## src/rtl/clkout_pkg.sv

```systemverilog
package clkout_pkg;

  // Field widths of the control byte
  localparam int PRE_W  = 3;
  localparam int POST_W = 3;

  // Bits 7:1 of the control byte, most significant field first
  typedef struct packed {
    logic [PRE_W-1:0]  preCode;
    logic              srcFast;
    logic [POST_W-1:0] postCode;
  } chanCfg_t;

  // Strobes passed from control to datapath
  typedef struct packed {
    logic enable;
    logic tick;
    logic start;
    logic passThru;
  } dpStrobe_t;

endpackage

```

## src/rtl/clkout_ctrl.sv

```systemverilog
module clkout_ctrl
  import clkout_pkg::*;
#(
  parameter int CNT_W    = 14,
  parameter int PRE_LAST = 122
) (
  input  logic             clk,
  input  logic             rstN,
  input  logic [7:0]       ctrlReg,
  input  logic             slowTick,
  input  logic             fastTick,
  input  logic             bound,
  output dpStrobe_t        st,
  output logic [CNT_W-1:0] endVal,
  output logic [CNT_W-1:0] halfVal
);

  localparam int RW      = CNT_W + 1;
  localparam int PRE_N   = 2 ** PRE_W;

  chanCfg_t cfg;
  logic     armed;
  logic     gateOn;
  logic [RW-1:0] preTable [PRE_N];
  logic [RW-1:0] preVal;
  logic [RW-1:0] ratio;

  assign gateOn = ctrlReg[0];

  // Pre-divide table: powers of two, except the last code
  for (genvar g = 0; g < PRE_N; g++) begin : gPre
    if (g == PRE_N - 1) begin : gLast
      assign preTable[g] = RW'(PRE_LAST);
    end else begin : gPow
      assign preTable[g] = RW'(1) << g;
    end
  end

  // Active configuration: follows the byte while idle, else reloads at a period end
  always_ff @(posedge clk or negedge rstN) begin
    if (!rstN) begin
      cfg   <= '0;
      armed <= 1'b1;
    end else begin
      if (!gateOn || armed || bound) cfg <= chanCfg_t'(ctrlReg[7:1]);
      if (!gateOn)       armed <= 1'b1;
      else if (st.tick)  armed <= 1'b0;
    end
  end

  always_comb begin
    preVal  = cfg.srcFast ? preTable[cfg.preCode] : RW'(1);
    ratio   = preVal << cfg.postCode;
    endVal  = CNT_W'(ratio - RW'(1));
    halfVal = CNT_W'((ratio >> 1) - RW'(1));
  end

  always_comb begin
    st.enable   = gateOn;
    st.tick     = cfg.srcFast ? fastTick : slowTick;
    st.start    = armed;
    st.passThru = (ratio == RW'(1));
  end

endmodule

```

## src/rtl/clkout_dp.sv

```systemverilog
module clkout_dp
  import clkout_pkg::*;
#(
  parameter int CNT_W = 14
) (
  input  logic             clk,
  input  logic             rstN,
  input  dpStrobe_t        st,
  input  logic [CNT_W-1:0] endVal,
  input  logic [CNT_W-1:0] halfVal,
  output logic             bound,
  output logic             tickOut,
  output logic             waveOut
);

  logic [CNT_W-1:0] cnt;

  // Period end: the first tick after arming, or the tick on the last count
  assign bound = st.tick && (st.start || cnt == endVal);

  always_ff @(posedge clk or negedge rstN) begin
    if (!rstN) begin
      cnt     <= '0;
      tickOut <= 1'b0;
      waveOut <= 1'b0;
    end else if (!st.enable) begin
      cnt     <= '0;
      tickOut <= 1'b0;
      waveOut <= 1'b0;
    end else begin
      tickOut <= bound;
      if (bound)        cnt <= '0;
      else if (st.tick) cnt <= cnt + 1'b1;
      if (st.passThru)                    waveOut <= bound;
      else if (bound)                     waveOut <= 1'b1;
      else if (st.tick && cnt == halfVal) waveOut <= 1'b0;
    end
  end

endmodule

```

## src/rtl/clkout_divider.sv

```systemverilog
module clkout_divider
  import clkout_pkg::*;
#(
  parameter int PRE_LAST = 122
) (
  input  logic       clk,
  input  logic       rstN,
  input  logic       slowTick,
  input  logic       fastTick,
  input  logic [7:0] ctrlReg,
  output logic       tickOut,
  output logic       waveOut
);

  localparam int PRE_POW   = 2 ** (2 ** PRE_W - 2);
  localparam int PRE_MAX   = (PRE_LAST > PRE_POW) ? PRE_LAST : PRE_POW;
  localparam int POST_MAX  = 2 ** (2 ** POST_W - 1);
  localparam int MAX_RATIO = PRE_MAX * POST_MAX;
  localparam int CNT_W     = $clog2(MAX_RATIO);

  dpStrobe_t        st;
  logic [CNT_W-1:0] endVal;
  logic [CNT_W-1:0] halfVal;
  logic             bound;

  clkout_ctrl #(.CNT_W(CNT_W), .PRE_LAST(PRE_LAST)) uCtrl (
    .clk(clk), .rstN(rstN), .ctrlReg(ctrlReg),
    .slowTick(slowTick), .fastTick(fastTick), .bound(bound),
    .st(st), .endVal(endVal), .halfVal(halfVal)
  );

  clkout_dp #(.CNT_W(CNT_W)) uDp (
    .clk(clk), .rstN(rstN), .st(st), .endVal(endVal), .halfVal(halfVal),
    .bound(bound), .tickOut(tickOut), .waveOut(waveOut)
  );

endmodule

```

## config.mk

```make
export PLATFORM = sky130hd
export DESIGN_NAME = clkout_divider
export DESIGN_NICKNAME = d
export VERILOG_FILES = /design/src/rtl/clkout_pkg.sv /design/src/rtl/clkout_ctrl.sv /design/src/rtl/clkout_dp.sv /design/src/rtl/clkout_divider.sv
export SDC_FILE = /design/constraint.sdc
export NUM_CORES = 1
export LEC_CHECK = 0
export ABC_AREA = 1
export BUFFER_PORTS_ARGS = -buffer_cell sky130_fd_sc_hd__buf_2
export CORE_MARGIN = 2
export CORE_UTILIZATION = 40
export DETAILED_ROUTE_END_ITERATION = 10
export GPL_ROUTABILITY_DRIVEN = 0
export HOLD_SLACK_MARGIN = 0.03
export PLACE_DENSITY_LB_ADDON = 0.1
export SYNTH_ARGS = -nofsm -noshare
export SYNTH_HDL_FRONTEND = slang
export SYNTH_SLANG_ARGS = --single-unit
```

## constraint.sdc

```tcl
create_clock -name clk -period 3.9 [get_ports clk]
set_input_delay 0.78 -clock clk [delete_from_list [all_inputs] [get_ports clk]]
set_output_delay 0.78 -clock clk [all_outputs]
set_load 0.02 [all_outputs]
```

==> flow_results.org <==
** Run status
- Run status :: complete, no violations

** Die
- Starting utilization of the core area :: 40.96%
- Floorplan Core Area :: 7176 um2
- Pin placement for this block handled 14 I/O pins.
- In this run the vertical extent of the chip is 89.72 um.
- The floorplan step defined a die boundary enclosing 8050 um2.
- The initialized floorplan defines 31 standard-cell rows.
- Die width :: 89.72 um

** Pwr
- Power density over the cells :: 335.7 nW/um2
- Worst VDD drop :: 234.1 uV
- P_leak :: 0.001499 uW

** Yosys
- Post-synthesis cell type with the largest combined area :: sky130_fd_sc_hd__dfrtp_1
- After synthesis, the largest area contributor takes up 19.58% of total cell area.
- During synthesis, Yosys emitted a total of 0 warnings.
- #FFs+latches synth :: 24
- Yosys attributes the largest share of cell area to sky130_fd_sc_hd__dfrtp_1 (20%), sky130_fd_sc_hd__nand2_1 (13%), sky130_fd_sc_hd__xor2_1 (9.5%), sky130_fd_sc_hd__nand3_1 (9.4%), sky130_fd_sc_hd__nand3_2 (6.8%).
- Synthesis handed over a netlist of 414 instances.
- Counting every net in the synthesized netlist gives 434.
- After synthesis, flip-flops and latches occupy 20.48% of the total area.
- Syn Std Cell Area :: 2939 um2
- Distinct cells, synth :: 34
- The average instance in the mapped netlist occupies 7.099 um2.

** Cells and area
- Counting the fill cells in the layout gives 773.
- In the final layout, flip-flops and latches occupy 601.8 um2.
- At the end of the flow, the number of nets in the layout was 439.
- Post-layout util :: 43.00%
- The repair_antennas step left the layout with diodes totalling 0.
- Summing all multi-input logic gate instances after layout gives 2023 um2.
- Cells with a size suffix above 1 make up 23.21% of the layout.
- Signed area change from the synthesized netlist to the final layout :: 4.981%

** Global routing
- The first global-routing pass estimated 12330 um of wire.
- Pin count of the biggest net entering global routing :: 25
- Summed over all layers, the global routing overflow is 0.
- Global routing consumed, over all layers together, 18.53% of the routing resources.
- The number of global-route vias before repair was 2477.
- Antenna violations before repair :: 0

** Worst setup path
- The worst setup path is captured at a flop.
- For the worst setup path, the data arrival time is 3480 ps.
- Worst R2R Start :: uCtrl.cfg[3]
- STA classifies the critical path startpoint as a flop.
- Critical path required time :: 4020 ps
- By startpoint and endpoint, the worst setup path is classified as reg -> reg.
- Worst Path Max Fanout :: 16
- Launching instance or port of the critical path :: uCtrl.cfg[3]

** Clock tree
- Post-CTS setup buffer count :: 0
- Clock-pin slew reported for the worst setup and hold paths after clock tree synthesis :: 90 ps
- Buffer cell driving the clock tree root :: sky130_fd_sc_hd__clkbuf_8
- In this run the deepest clock path goes through 2 buffers.
- TritonCTS built the clock tree.
- The number of hold buffers added after CTS was 0.
- Cts bufs inserted :: 3
- Post-cts gate resize count :: 0
- Clock latency on the worst-skew pair, taken at its later pin, is 270 ps.
- In this run the number of H-tree levels came out at 1.
- Number of clock sinks :: 24

** Placed design
- Port Buffers :: 13
- At the placement stage, the worst setup path has a slack of 616.5 ps.
- After legalization and detailed placement, the total HPWL measured 5956 um.

** STA
- Minimum period implied by the final worst setup slack :: 3355 ps
- Final setup fails :: 0
- Setup repair after global routing left no endpoint under its margin.
- Count of final max-slew check failures :: 0
- After routing, the total negative slack on setup checks comes to 0 ps.
- Maximum clock skew at final layout :: 3.796 ps
- Worst slew margin :: 52.67%
- At the pin with the least slew margin, the transition time is 707.3 ps.
- Peak Freq :: 298.1 MHz
- Crit path setup slack, layout :: 545.3 ps
- After layout, the worst path uses 86.02% of the clock period.
- The final count of hold timing violations came to 0.

** Routing
- After detailed routing, no signal wire sits above met4.
- Detailed-routed wire length on met3 :: 199 um
- Number of detailed-routing iterations run before antenna repair :: 4
- For this block, the via count after detailed routing is 2597.
- Via density per instance :: 5.023
- Post-Route WL :: 7125 um
- Routed met1 length :: 3722 um
- Post-route ant nets :: 0
- Detailed route wirelength on metal2 :: 3170 um
- Drc violations :: 0
- WL/cell :: 13.78 um
- The detailed router finished its first iteration with 165 violations.

** Job
- Count of max-cap constraint violations :: 0

** Min path
- The tightest min-delay check is of the in -> async type.
-- Yosys cell counts --
library cell / number
sky130_fd_sc_hd__mux2i_1: 1
sky130_fd_sc_hd__xor2_1: 32
sky130_fd_sc_hd__nand3_1: 55
sky130_fd_sc_hd__nor3_1: 5
sky130_fd_sc_hd__o311a_1: 1
sky130_fd_sc_hd__nand3b_1: 1
sky130_fd_sc_hd__nand2_4: 11
sky130_fd_sc_hd__nand4_1: 13
sky130_fd_sc_hd__xnor2_1: 3
sky130_fd_sc_hd__o21ai_1: 1
sky130_fd_sc_hd__nor2_2: 4
sky130_fd_sc_hd__buf_12: 1
sky130_fd_sc_hd__buf_4: 1
sky130_fd_sc_hd__dfstp_2: 1
sky130_fd_sc_hd__nor2_8: 2
sky130_fd_sc_hd__nor2_4: 2
sky130_fd_sc_hd__inv_2: 8
sky130_fd_sc_hd__ha_1: 8
sky130_fd_sc_hd__nand2_2: 18
sky130_fd_sc_hd__nand2_1: 100
sky130_fd_sc_hd__dfrtp_1: 23
sky130_fd_sc_hd__inv_1: 39
sky130_fd_sc_hd__nand3_2: 20
sky130_fd_sc_hd__buf_2: 3
sky130_fd_sc_hd__o22ai_2: 10
sky130_fd_sc_hd__o21ai_2: 1
sky130_fd_sc_hd__o21ai_0: 7
sky130_fd_sc_hd__inv_6: 1
sky130_fd_sc_hd__clkbuf_1: 4
sky130_fd_sc_hd__buf_8: 1
sky130_fd_sc_hd__nor2_1: 24
sky130_fd_sc_hd__o22ai_1: 3
sky130_fd_sc_hd__a21oi_1: 5
sky130_fd_sc_hd__buf_6: 5
-- power breakdown --
group / internal (uW) / switching, uW / leakage [uW]
combinational: 171 / 360 / 0.00115
sequential: 262 / 26.0 / 0.000315
clock: 137 / 79.7 / 0.0000357
total: 571 / 465 / 0.00150
-- logic make-up (layout without fill, tap and decap cells) --
| group | after synthesis | in the layout | share of synthesized area, % |
|---|---|---|---|
| simple gates | 255 | 255 | 46.91 |
| buf+inv | 63 | 67 | 10.69 |
| xor+xnor | 35 | 35 | 10.43 |
| compound gates | 28 | 28 | 7.748 |
| flops | 24 | 24 | 20.48 |
| fa+ha+maj | 8 | 8 | 3.406 |
| mux | 1 | 1 | 0.3406 |
-- final timing paths --
check / to / slack, ps / cells past startpoint
min in group clk: uDp.cnt[0] / 570 / 1
worst max register to register: uDp.cnt[8] / 550 / 16
worst max-delay path: uDp.cnt[8] / 550 / 16
max in group asynchronous: uCtrl.armed / 3030 / 1
worst min-delay path: uDp.cnt[11] / 490 / 1
worst min register to register: uDp.cnt[0] / 570 / 1
-- metal layers --
layer	track usage (%)	vias to the layer above
met1	28.13	1197
met3	0.5868	4
met5	0	-
met2	29.86	44
met4	3.205	0
li1	-	1352
-- flip-flops by register name (all words and copies together), names as in the netlist --
name / flops
uDp.tickOut: 1
uDp.waveOut: 1
uCtrl.armed: 1
uDp.cnt: 14
uCtrl.cfg: 7
-- metrics by stage --
| stage | instances | cell area, um2 | hold slack [ps] | power (uW) |
|---|---|---|---|---|
| 5_1_grt | 517 | 3085 | 526.2 | 1117 |
| 6_report | 517 | 3085 | 493.0 | 1036 |
| 2_1_floorplan | 414 | 2939 | 484.4 | 735.4 |
| 3_5_place_dp | 513 | 3014 | 554.4 | 823.3 |
| 3_3_place_gp | 513 | 3014 | 557.0 | 827.2 |
| 4_1_cts | 517 | 3085 | 502.4 | 1042 |
-- layout by cell type (no fill, tap or decap), drive strengths merged --
| master | instances |
|---|---|
| o22ai | 13 |
| nand3b | 1 |
| nor3 | 5 |
| dfrtp | 23 |
| xnor2 | 3 |
| mux2i | 1 |
| o311a | 1 |
| inv | 48 |
| nor2 | 32 |
| dfstp | 1 |
| ha | 8 |
| buf | 15 |
| clkbuf | 3 |
| a21oi | 5 |
| nand2 | 129 |
| nand4 | 13 |
| bufinv | 1 |
| nand3 | 75 |
| xor2 | 32 |
| o21ai | 9 |
-- final cells by class --
class | count | share of cell area, %
inverter | 48 | 6.002
clock inverter | 1 | 0.9732
timing repair buffer | 15 | 2.595
tap | 99 | 4.015
clock buffer | 3 | 1.338
multi-input combinational | 327 | 65.57
sequential | 24 | 19.51
-- worst max-delay path, cell delays in order, from the launching register on --
cell                      delay [ps]
sky130_fd_sc_hd__dfrtp_1         720
sky130_fd_sc_hd__nand3_1         180
sky130_fd_sc_hd__nand3_1         170
sky130_fd_sc_hd__nand3_1         110
sky130_fd_sc_hd__nor2_1          160
sky130_fd_sc_hd__inv_1           110
sky130_fd_sc_hd__ha_1            310
sky130_fd_sc_hd__xor2_1          140
sky130_fd_sc_hd__o21ai_0          90
sky130_fd_sc_hd__a21oi_1         190
sky130_fd_sc_hd__nand3_1         120
sky130_fd_sc_hd__nor2_1          100
sky130_fd_sc_hd__nand3_1          80
sky130_fd_sc_hd__nor2_1          130
sky130_fd_sc_hd__nand3_2         140
sky130_fd_sc_hd__nand3_2         320
sky130_fd_sc_hd__o22ai_1         140
Note: power is estimated with default switching activity, not from simulation.
